--- src/rtl/host_tx_pkg.sv ---
package host_tx_pkg;
  typedef enum logic [1:0] {
    RESP_ACK   = 2'd0,
    RESP_NAK   = 2'd1,
    RESP_STALL = 2'd2,
    RESP_ERR   = 2'd3
  } resp_e;

  typedef enum logic {
    ST_IDLE = 1'b0,
    ST_BUSY = 1'b1
  } seq_state_e;
endpackage

--- src/rtl/tx_fifo_cnt.sv ---
module tx_fifo_cnt #(
  parameter int unsigned FIFO_DEPTH = 64,
  localparam int unsigned CNT_W = $clog2(FIFO_DEPTH + 1)
) (
  input  logic             clk_i,
  input  logic             rst_ni,
  input  logic             wr_en_i,
  input  logic             locked_i,
  input  logic             flush_i,
  input  logic             clr_i,
  input  logic             auto_commit_i,
  input  logic [CNT_W-1:0] max_pkt_i,
  output logic [CNT_W-1:0] cnt_o,
  output logic             overrun_evt_o,
  output logic             auto_evt_o
);
  logic [CNT_W-1:0] cnt_q;
  logic             full, wr_ok;
  logic [CNT_W-1:0] cnt_inc;

  assign full          = (cnt_q == CNT_W'(FIFO_DEPTH));
  assign wr_ok         = wr_en_i && !locked_i && !full;
  assign overrun_evt_o = wr_en_i && (locked_i || full);
  assign cnt_inc       = cnt_q + CNT_W'(1);
  assign auto_evt_o    = auto_commit_i && wr_ok && (cnt_inc == max_pkt_i);

  always_ff @(posedge clk_i or negedge rst_ni) begin
    if (!rst_ni)                    cnt_q <= '0;
    else if (clr_i)                 cnt_q <= '0;
    else if (flush_i && !locked_i)  cnt_q <= '0;
    else if (wr_ok)                 cnt_q <= cnt_inc;
  end

  assign cnt_o = cnt_q;

  a_r2_cnt_bounded: assert property (@(posedge clk_i) disable iff (!rst_ni)
    cnt_q <= CNT_W'(FIFO_DEPTH));
  a_r5_locked_hold: assert property (@(posedge clk_i) disable iff (!rst_ni)
    (wr_en_i && locked_i && !clr_i) |=> $stable(cnt_q));
  a_r12_flush_empties: assert property (@(posedge clk_i) disable iff (!rst_ni)
    (flush_i && !locked_i) |=> (cnt_q == '0));
endmodule

--- src/rtl/tx_retry_ctr.sv ---
module tx_retry_ctr #(
  parameter int unsigned NAK_W     = 8,
  parameter int unsigned ERR_TRIES = 3,
  localparam int unsigned ERR_W    = $clog2(ERR_TRIES + 1)
) (
  input  logic             clk_i,
  input  logic             rst_ni,
  input  logic             start_i,
  input  logic             nak_evt_i,
  input  logic             err_evt_i,
  input  logic [NAK_W-1:0] nak_limit_i,
  output logic             nak_hit_o,
  output logic             err_hit_o
);
  logic [NAK_W-1:0] nak_cnt_q;
  logic [ERR_W-1:0] err_cnt_q;
  logic [NAK_W:0]   nak_next;

  assign nak_next  = {1'b0, nak_cnt_q} + (NAK_W+1)'(1);
  assign nak_hit_o = (nak_limit_i != '0) && (nak_next >= {1'b0, nak_limit_i});
  assign err_hit_o = (err_cnt_q == ERR_W'(ERR_TRIES - 1));

  always_ff @(posedge clk_i or negedge rst_ni) begin
    if (!rst_ni) begin
      nak_cnt_q <= '0;
      err_cnt_q <= '0;
    end else if (start_i) begin
      nak_cnt_q <= '0;
      err_cnt_q <= '0;
    end else begin
      if (nak_evt_i && !(&nak_cnt_q)) nak_cnt_q <= nak_cnt_q + NAK_W'(1);
      if (err_evt_i && !err_hit_o)    err_cnt_q <= err_cnt_q + ERR_W'(1);
    end
  end

  a_r11_restart_clears: assert property (@(posedge clk_i) disable iff (!rst_ni)
    start_i |=> (nak_cnt_q == '0 && err_cnt_q == '0));
  a_r10_err_bounded: assert property (@(posedge clk_i) disable iff (!rst_ni)
    err_cnt_q < ERR_W'(ERR_TRIES));
endmodule

--- src/rtl/tx_seq_fsm.sv ---
module tx_seq_fsm
  import host_tx_pkg::*;
(
  input  logic       clk_i,
  input  logic       rst_ni,
  input  logic       commit_i,
  input  logic       auto_evt_i,
  input  logic       overrun_evt_i,
  input  logic       status_clr_i,
  input  logic       txn_done_i,
  input  logic [1:0] txn_resp_i,
  input  logic       nak_hit_i,
  input  logic       err_hit_i,
  output logic       start_o,
  output logic       nak_evt_o,
  output logic       err_evt_o,
  output logic       fifo_clr_o,
  output logic       txn_req_o,
  output logic       ready_o,
  output logic       tx_irq_o,
  output logic       stalled_o,
  output logic       error_o,
  output logic       nak_to_o,
  output logic       overrun_o
);
  seq_state_e state_q, state_d;
  logic ready_q, ready_d;
  logic irq_q;
  logic stalled_q, error_q, nak_to_q, overrun_q;
  logic take, ack_evt, stall_evt, nak_abort, err_abort, finish;
  resp_e resp;

  assign resp      = resp_e'(txn_resp_i);
  assign take      = (state_q == ST_BUSY) && txn_done_i;
  assign ack_evt   = take && (resp == RESP_ACK);
  assign stall_evt = take && (resp == RESP_STALL);
  assign nak_evt_o = take && (resp == RESP_NAK);
  assign err_evt_o = take && (resp == RESP_ERR);
  assign nak_abort = nak_evt_o && nak_hit_i;
  assign err_abort = err_evt_o && err_hit_i;
  assign finish    = ack_evt || stall_evt || nak_abort || err_abort;
  assign start_o   = (state_q == ST_IDLE) && ready_q;
  assign fifo_clr_o = ack_evt || err_abort;

  always_comb begin
    state_d = state_q;
    unique case (state_q)
      ST_IDLE: if (ready_q) state_d = ST_BUSY;
      ST_BUSY: if (finish)  state_d = ST_IDLE;
      default: state_d = ST_IDLE;
    endcase
  end

  always_comb begin
    ready_d = ready_q;
    if (finish)                               ready_d = 1'b0;
    else if (!ready_q && (commit_i || auto_evt_i)) ready_d = 1'b1;
  end

  always_ff @(posedge clk_i or negedge rst_ni) begin
    if (!rst_ni) begin
      state_q   <= ST_IDLE;
      ready_q   <= 1'b0;
      irq_q     <= 1'b0;
      stalled_q <= 1'b0;
      error_q   <= 1'b0;
      nak_to_q  <= 1'b0;
      overrun_q <= 1'b0;
    end else begin
      state_q   <= state_d;
      ready_q   <= ready_d;
      irq_q     <= finish;
      stalled_q <= stall_evt     || (stalled_q && !status_clr_i);
      error_q   <= err_abort     || (error_q   && !status_clr_i);
      nak_to_q  <= nak_abort     || (nak_to_q  && !status_clr_i);
      overrun_q <= overrun_evt_i || (overrun_q && !status_clr_i);
    end
  end

  assign txn_req_o = (state_q == ST_BUSY);
  assign ready_o   = ready_q;
  assign tx_irq_o  = irq_q;
  assign stalled_o = stalled_q;
  assign error_o   = error_q;
  assign nak_to_o  = nak_to_q;
  assign overrun_o = overrun_q;

  a_r3_req_needs_ready: assert property (@(posedge clk_i) disable iff (!rst_ni)
    txn_req_o |-> ready_o);
  a_r6_irq_single: assert property (@(posedge clk_i) disable iff (!rst_ni)
    tx_irq_o |=> !tx_irq_o);
  a_r9_stall_stops: assert property (@(posedge clk_i) disable iff (!rst_ni)
    (txn_req_o && txn_done_i && txn_resp_i == 2'd2) |=> (stalled_o && !txn_req_o && tx_irq_o));
  a_r7_nak_retries: assert property (@(posedge clk_i) disable iff (!rst_ni)
    (txn_req_o && txn_done_i && txn_resp_i == 2'd1 && !nak_hit_i) |=> txn_req_o);
  a_r5_overrun_flag: assert property (@(posedge clk_i) disable iff (!rst_ni)
    (ready_o && overrun_evt_i) |=> overrun_o);
endmodule

--- src/rtl/host_out_tx_seq.sv ---
module host_out_tx_seq #(
  parameter int unsigned FIFO_DEPTH = 64,
  parameter int unsigned NAK_W      = 8,
  parameter int unsigned ERR_TRIES  = 3,
  localparam int unsigned CNT_W     = $clog2(FIFO_DEPTH + 1)
) (
  input  logic             clk_i,
  input  logic             rst_ni,
  input  logic             wr_en_i,
  input  logic             flush_i,
  input  logic             commit_i,
  input  logic             auto_commit_i,
  input  logic [CNT_W-1:0] max_pkt_i,
  input  logic [NAK_W-1:0] nak_limit_i,
  input  logic             status_clr_i,
  output logic             txn_req_o,
  output logic [CNT_W-1:0] txn_len_o,
  input  logic             txn_done_i,
  input  logic [1:0]       txn_resp_i,
  output logic             ready_o,
  output logic [CNT_W-1:0] fifo_cnt_o,
  output logic             tx_irq_o,
  output logic             stalled_o,
  output logic             error_o,
  output logic             nak_to_o,
  output logic             overrun_o
);
  logic overrun_evt, auto_evt, fifo_clr;
  logic start, nak_evt, err_evt, nak_hit, err_hit;
  logic ready;

  tx_fifo_cnt #(.FIFO_DEPTH(FIFO_DEPTH)) u_fifo (
    .clk_i, .rst_ni,
    .wr_en_i       (wr_en_i),
    .locked_i      (ready),
    .flush_i       (flush_i),
    .clr_i         (fifo_clr),
    .auto_commit_i (auto_commit_i),
    .max_pkt_i     (max_pkt_i),
    .cnt_o         (fifo_cnt_o),
    .overrun_evt_o (overrun_evt),
    .auto_evt_o    (auto_evt)
  );

  tx_retry_ctr #(.NAK_W(NAK_W), .ERR_TRIES(ERR_TRIES)) u_retry (
    .clk_i, .rst_ni,
    .start_i     (start),
    .nak_evt_i   (nak_evt),
    .err_evt_i   (err_evt),
    .nak_limit_i (nak_limit_i),
    .nak_hit_o   (nak_hit),
    .err_hit_o   (err_hit)
  );

  tx_seq_fsm u_fsm (
    .clk_i, .rst_ni,
    .commit_i      (commit_i),
    .auto_evt_i    (auto_evt),
    .overrun_evt_i (overrun_evt),
    .status_clr_i  (status_clr_i),
    .txn_done_i    (txn_done_i),
    .txn_resp_i    (txn_resp_i),
    .nak_hit_i     (nak_hit),
    .err_hit_i     (err_hit),
    .start_o       (start),
    .nak_evt_o     (nak_evt),
    .err_evt_o     (err_evt),
    .fifo_clr_o    (fifo_clr),
    .txn_req_o     (txn_req_o),
    .ready_o       (ready),
    .tx_irq_o      (tx_irq_o),
    .stalled_o     (stalled_o),
    .error_o       (error_o),
    .nak_to_o      (nak_to_o),
    .overrun_o     (overrun_o)
  );

  assign ready_o   = ready;
  assign txn_len_o = fifo_cnt_o;

  a_r6_ack_empties: assert property (@(posedge clk_i) disable iff (!rst_ni)
    (txn_req_o && txn_done_i && txn_resp_i == 2'd0) |=> (!ready_o && fifo_cnt_o == '0 && tx_irq_o));
  a_r10_err_flush: assert property (@(posedge clk_i) disable iff (!rst_ni)
    $rose(error_o) |-> (fifo_cnt_o == '0 && !ready_o));
endmodule

--- config.mk ---
export PLATFORM = sky130hd
export DESIGN_NAME = host_out_tx_seq
export DESIGN_NICKNAME = d
export VERILOG_FILES = /design/src/rtl/host_tx_pkg.sv /design/src/rtl/tx_fifo_cnt.sv /design/src/rtl/tx_retry_ctr.sv /design/src/rtl/tx_seq_fsm.sv /design/src/rtl/host_out_tx_seq.sv
export SDC_FILE = /design/constraint.sdc
export NUM_CORES = 1
export LEC_CHECK = 0
export ABC_AREA = 1
export BUFFER_PORTS_ARGS = -buffer_cell sky130_fd_sc_hd__buf_2
export CAP_MARGIN = 40
export CORE_MARGIN = 4
export CORE_UTILIZATION = 45
export DETAILED_ROUTE_END_ITERATION = 10
export GPL_TIMING_DRIVEN = 0
export PLACE_DENSITY_LB_ADDON = 0.12
export SYNTH_ARGS = -nofsm -noshare
export SYNTH_HDL_FRONTEND = slang
export SYNTH_SLANG_ARGS = --single-unit
--- constraint.sdc ---
create_clock -name clk_i -period 2 [get_ports clk_i]
set_clock_uncertainty 0.05 [all_clocks]
set_input_delay 0.5 -clock clk_i [delete_from_list [all_inputs] [get_ports clk_i]]
set_output_delay 0.5 -clock clk_i [all_outputs]
set_load 0.02 [all_outputs]
---- Yosys cells after proc, flatten, opt, wreduce, memory -nomap -nowiden ----
Index checks and enable logic that the tools add are counted.
word-level totals
  register bits ........................... 24
  bits of input ports ..................... 25
  output and inout port bits .............. 21
  logic and storage cells ................. 78
operators by class
  $add $sub $neg .......................... 4
  magnitude comparators ................... 1
  eq/ne operators ......................... 6
  mux-type cells .......................... 12
  bitwise operators ....................... 1
  reductions and logical operators ........ 44
operators with widths
  kind                                                              number
  1-bit logical AND                                                 22
  7-bit 2-to-1 mux                                                  3
  8-bit 2-to-1 mux                                                  2
  1-bit logical OR                                                  10
  8-bit by 1-bit adder with 9-bit output (second input constant)    1
  9-bit by 8-bit >= comparator with 1-bit output                    1
  8-bit by 1-bit adder with 8-bit output (second input constant)    1
  8-bit AND reduction                                               1
  8-bit nonzero test                                                1
  7-bit by 1-bit adder with 7-bit output (second input constant)    1
  7-bit == test                                                     1
  7-bit == test (second input constant)                             1
  2-bit == test (second input constant)                             3
  2-bit nonzero test                                                3
  1-bit logical NOT                                                 5
  1-bit 2-to-1 mux                                                  4
  2-bit 2-to-1 mux                                                  2
  3-bit nonzero test                                                1
  2-bit by 1-bit adder with 2-bit output (second input constant)    1
  2-bit by 1-bit == test with 1-bit output (second input constant)  1
  2-bit logical NOT                                                 1
  1-bit case mux with 2 select lines                                1
  1-bit inverter                                                    1

---- Longest topological paths before layout ----
  depth after elaboration ................. 9
  mapped depth ............................ 18
  depth with buffers taken out ............ 18

---- Modules after synthesis ----
From an unflattened synthesis, not the netlist that was laid out.
second synthesis, totals
  cells, all modules ...................... 242
  area, all modules ....................... 1,742.9 sq um
by module, submodules not included
  module           times used  cells an instance  area each (sq um)  seq. area each (sq um)
  tx_retry_ctr     1           105                773.2              250.2
  tx_fifo_cnt      1           95                 589.3              175.2
  tx_seq_fsm       1           35                 327.8              175.2
  host_out_tx_seq  1           7                  52.6               0.0

---- Least setup slack after synthesis ----
Ideal clock, no wire load.
  path kind ............................... register to register
  start ................................... register u_retry.nak_cnt_q[0]
  end ..................................... register u_fsm.state_q, in the netlist u_fsm.txn_req_o
  library setup time ...................... 0.122 ns
  data arrival time ....................... 1.792 ns
  required time ........................... 1.828 ns
  slack ................................... 0.036 ns
  cell stages (with the launch flop) ...... 19
  buffers on the path ..................... 0
  period minus slack after synthesis ...... 1.964 ns
  cell sequence ........................... dfrtp_1 ha_1 nand2_2 nor2_4 nand2_1 nand2_1 inv_1 ha_1 nand2_1 nor2_1 nand2_1 nand3_1 nand2_1 nand2_1 nand2_1 nand2_1 nand2_1 nand3_1 nand2_1
on the way
  longest elaborated chain between the ends .. 8
RTL lines
  element                                         RTL line            text
  start: declaration                              tx_retry_ctr.sv:15  logic [NAK_W-1:0] nak_cnt_q;
  start signal: assignment                        tx_retry_ctr.sv:31  if (nak_evt_i && !(&nak_cnt_q)) nak_cnt_q <= nak_cnt_q + NAK_W'(1);
  8-bit by 1-bit adder with 9-bit output          tx_retry_ctr.sv:19  assign nak_next = {1'b0, nak_cnt_q} + (NAK_W+1)'(1);
  9-bit by 8-bit >= comparator with 1-bit output  tx_retry_ctr.sv:20  assign nak_hit_o = (nak_limit_i != '0) && (nak_next >= {1'b0, nak_limit_i});
  1-bit logical AND                               tx_retry_ctr.sv:20
  1-bit logical AND                               tx_seq_fsm.sv:39    assign nak_abort = nak_evt_o && nak_hit_i;
  1-bit logical OR (2 in series)                  tx_seq_fsm.sv:41    assign finish = ack_evt || stall_evt || nak_abort || err_abort;
  1-bit 2-to-1 mux                                tx_seq_fsm.sv:49    ST_BUSY: if (finish) state_d = ST_IDLE;
  1-bit case mux with 2 select lines              tx_seq_fsm.sv:47    unique case (state_q)
  via u_fsm.state_d                               tx_seq_fsm.sv:26    seq_state_e state_q, state_d;
  end signal: assignment                          tx_seq_fsm.sv:70    state_q <= state_d;
  end: declaration                                tx_seq_fsm.sv:26
The timed path passes the listed nets, and every way through them passes these cells.
A chain may end at the register's enable or synchronous reset.

---- Final worst setup path ----
  start ................................... register u_retry.nak_cnt_q[0]
  end ..................................... register u_fsm.ready_q, in the netlist u_fsm.ready_o
on the way
  longest elaborated chain between the ends .. 7
  elaborated cells on any way between the ends .. 8
  those cells by class .................... 1 x add/sub; 1 x order compare; 1 x mux; 5 x reduce/logical
RTL lines
  element                                                        RTL line            text
  8-bit by 1-bit adder with 9-bit output *                       tx_retry_ctr.sv:19
  9-bit by 8-bit >= comparator with 1-bit output *               tx_retry_ctr.sv:20
  1-bit logical AND *                                            tx_retry_ctr.sv:20
  1-bit logical AND *                                            tx_seq_fsm.sv:39
  1-bit logical OR * (2 in series)                               tx_seq_fsm.sv:41
  via u_fsm.finish                                               tx_seq_fsm.sv:30    logic take, ack_evt, stall_evt, nak_abort, err_abort, finish;
  1-bit 2-to-1 mux / 2-bit nonzero test (equally long branches)  n/a
  end signal: assignment                                         tx_seq_fsm.sv:71    ready_q <= ready_d;
  end: declaration                                               tx_seq_fsm.sv:27    logic ready_q, ready_d;
Mark *: on every way through the listed nets, which the timed path passes. The rest lies on a longest branch.

==> qor.txt <==
worst r2r src = u_retry.nak_cnt_q[0]$_DFFE_PN0P_
first-pass GRT wire length = 6240 um
Routed WL = 3600 um
max-slew violations = 0
Min-Delay Path Class = in -> async
Net Switching = 0.00101 W
r2r setup slk = -10 ps
worst slew margin relative to its limit = 65.2%
CP arrival = 2120 ps
Critical Path Start = u_retry.nak_cnt_q[0]$_DFFE_PN0P_
Die Wd = 70.1 um
Finish-stage setup viols = 2
FMAX = 497 MHz
H-Tree Depth = 1
DIE HEIGHT = 70.1 um
cell taking the most area after synthesis = dfrtp_1
Reg2Reg Depth = 16
type of origin of the critical path = register
Iter 0 DRT Violations = 31
sw frac = 44.4%
clock transition at the registers of the reported paths = 80 ps
Root Buffer = clkbuf_8
Congestion Overflow GR = 0
routed length per instance = 10.5 um
crit path to = u_fsm.ready_o$_DFFE_PN0P_
Area Growth Syn to Fin = 25.7%
final worst slack = -12.4 ps
CP max FO = 3
Crit Path Class = reg -> reg
post-synth top area share = 34.6%
Avg Inst Size Synth = 7.20 um2
Slew @ Worst Pin = 522 ps
TritonCTS Buffers = 3
Ys Warns = 0
register area share after synthesis = 34.6%
unrepaired setup endpoints after global routing = yes
Final nets = 334
Rows = 22
post-synthesis instance area = 0.00173 mm2
Logic pwr share = 51.8%
dpl cell area = 0.00202 mm2
Flop pwr share = 34.1%
DRT Pass-1 Iters = 4
worst flop-to-flop path endpoint = u_fsm.ready_o$_DFFE_PN0P_
Initial Utilization = 47.0%
initial antenna violation count = 0
post-synthesis register bit count = 24
share of layout cells above drive strength 1 = 29.1%
Num Clock Sinks = 24
Pleak = 1.22 nW
instance count of the mapped netlist = 241
IO Port Bufs = 45
fin crit period = 2010 ps
GR Util All Layers = 15.2%
status = finished with violations
PD cells = 1050 mW/mm2
DRC Markers = 0
nature of the critical path endpoint = register
Clk pwr share = 14.1%
Mapped Nets = 278
Design Power = 0.00228 W
core box area = 0.00369 mm2
final hold slack = 153 ps
largest net degree at the start of global routing = 25
violated checks = setup timing
worst skew pair latency = 260 ps
vias per cell = 4.67
Antenna Nets Post-Route = 0
Pint = 0.00127 W
Final period util = 101%
Inserted Diodes = 0
Req. time, crit path = 2110 ps
detailed placer's ending HPWL = 2840 um
vias in the first global route = 1498
maximum vdd drop = 725 uV
clk buf depth = 2
count of cell types in the netlist = 29
top post-synthesis cells by area = dfrtp_1, nand2_1, inv_1
final hold violation count = 0
total of max-cap violations = 0
DIE AREA = 0.00491 mm2
design area = 0.00218 mm2
RD Place Congestion = 0.825
CTS tree = done
vias = 1606
IO Count = 46
-- layout by cell type, fill, tap and decap left out, drive strengths merged --
cell / netlist / final
a21boi: 1 / 1
a21oi: 11 / 11
buf: 7 / 58
clkbuf: 0 / 4
dfrtp: 24 / 24
ha: 12 / 12
inv: 50 / 50
nand2: 63 / 63
nand3: 17 / 17
nand3b: 2 / 2
nand4: 1 / 1
nor2: 19 / 19
nor3: 2 / 2
nor4: 3 / 3
o21a: 1 / 1
o21ai: 16 / 16
o21bai: 1 / 1
o22ai: 5 / 5
o31ai: 1 / 1
o32ai: 1 / 1
or2: 1 / 1
xnor2: 1 / 1
xor2: 2 / 2
-- worst max-delay path, cell delays in order, from the launching register on --
cell and delay, ps:
dfrtp_1 360, ha_2 190, nand2_2 70, nor2_4 130
nand3_4 90, xor2_2 160, inv_1 90, ha_4 270
nand2_1 40, inv_1 40, nand2_1 40, nand2_1 50
nand2_1 40, nand2_1 60, nand2_2 90, nand2_2 90
nor2_1 40
-- cells in the mapped netlist --
library cell	number
inv_1	50
buf_4	7
or2_2	1
nor3_2	1
xnor2_1	1
nand3b_1	2
o32ai_1	1
o21a_1	1
nand3_1	16
o21ai_0	15
o21bai_1	1
nor4_1	3
nand2_4	1
a21oi_2	1
o22ai_1	5
nor2_4	2
nand2_2	3
nand4_1	1
nand3_4	1
nor2_1	17
dfrtp_1	24
o21ai_4	1
ha_1	12
nand2_1	59
a21oi_1	10
a21boi_0	1
xor2_1	2
o31ai_1	1
nor3_1	1
-- final cells by class --
class / instances / area (um2)
fillers: 350 / 1510
multi-input cells: 160 / 953
flip-flops and latches: 24 / 601
repair buffers: 51 / 270
inverters: 50 / 188
well taps: 48 / 60.1
clock buffers: 4 / 55.1
plain buffers: 7 / 52.6
-- flip-flops by register name (all words and copies together) (netlist names) --
register / count
u_fsm.tx_irq_o: 1
u_fsm.nak_to_o: 1
u_fsm.overrun_o: 1
u_fsm.error_o: 1
u_fsm.stalled_o: 1
u_retry.err_cnt_q: 2
u_fsm.ready_o: 1
u_fsm.txn_req_o: 1
u_retry.nak_cnt_q: 8
u_fifo.cnt_o: 7
-- kinds of logic after synthesis --
kind of cell             count (synthesis)  synth area share (%)
flip-flops                              24                  34.6
AO/OA/AOI/OAI                           37                  12.7
buffers and inverters                   57                  13.9
AND/OR/NAND/NOR                        108                  28.6
XOR/XNOR                                 3                  1.52
adder cells (fa/ha/maj)                 12                  8.66
-- how the worst min path moves through the flow --
stage,from,end,slack (ps),depth (start not counted)
2_1_floorplan,rst_ni,u_fifo.cnt_o[0]$_DFFE_PN0P_,150,0
3_5_place_dp,u_retry.err_cnt_q[0]$_DFFE_PN0P_,u_retry.err_cnt_q[0]$_DFFE_PN0P_,440,1
6_report,rst_ni,u_fifo.cnt_o[5]$_DFFE_PN0P_,150,1
4_1_cts,rst_ni,u_fifo.cnt_o[5]$_DFFE_PN0P_,170,1
5_1_grt,rst_ni,u_fifo.cnt_o[5]$_DFFE_PN0P_,190,1
3_3_place_gp,u_retry.err_cnt_q[1]$_DFFE_PN0P_,u_retry.err_cnt_q[1]$_DFFE_PN0P_,430,2
-- power groups by stage --
stage          clock [W]  sequential [W]  combinational, W
3_5_place_dp           0        0.000795           0.00113
5_1_grt         0.000352        0.000805           0.00135
2_1_floorplan          0        0.000875          0.000715
3_3_place_gp           0        0.000795           0.00112
4_1_cts         0.000334        0.000778           0.00119
6_report        0.000323        0.000778           0.00118
-- per-stage QoR --
step	worst slack, ps	std cells	TNS [ps]	utilization [%]
2_1_floorplan	36.0	241	0	-
3_3_place_gp	-207	334	-680	54.7
3_5_place_dp	-241	334	-812	54.7
4_1_cts	-62.1	344	-145	58.8
5_1_grt	-220	344	-763	59.1
6_report	-12.4	344	-18.6	59.1
-- per-layer routing --
metal | vias to the layer above | part of all wire, % | global-route usage (%) | routed length [um]
met5 | - | 0 | 0 | 0
met4 | 0 | 0.36 | 3.62 | 13
met3 | 2 | 5.4 | 2.45 | 195
met1 | 697 | 52 | 22.5 | 1870
met2 | 33 | 42 | 23.0 | 1520
li1 | 874 | - | - | -
-- what timing repair did --
action | CTS | global route
gates resized for setup | 10 | 3
setup endpoints to repair | 4 | 4
hold buffers | 0 | 0
pin swaps | 9 | 5
buffers inserted | 6 | 0
Power figures use the tool's default switching activity.
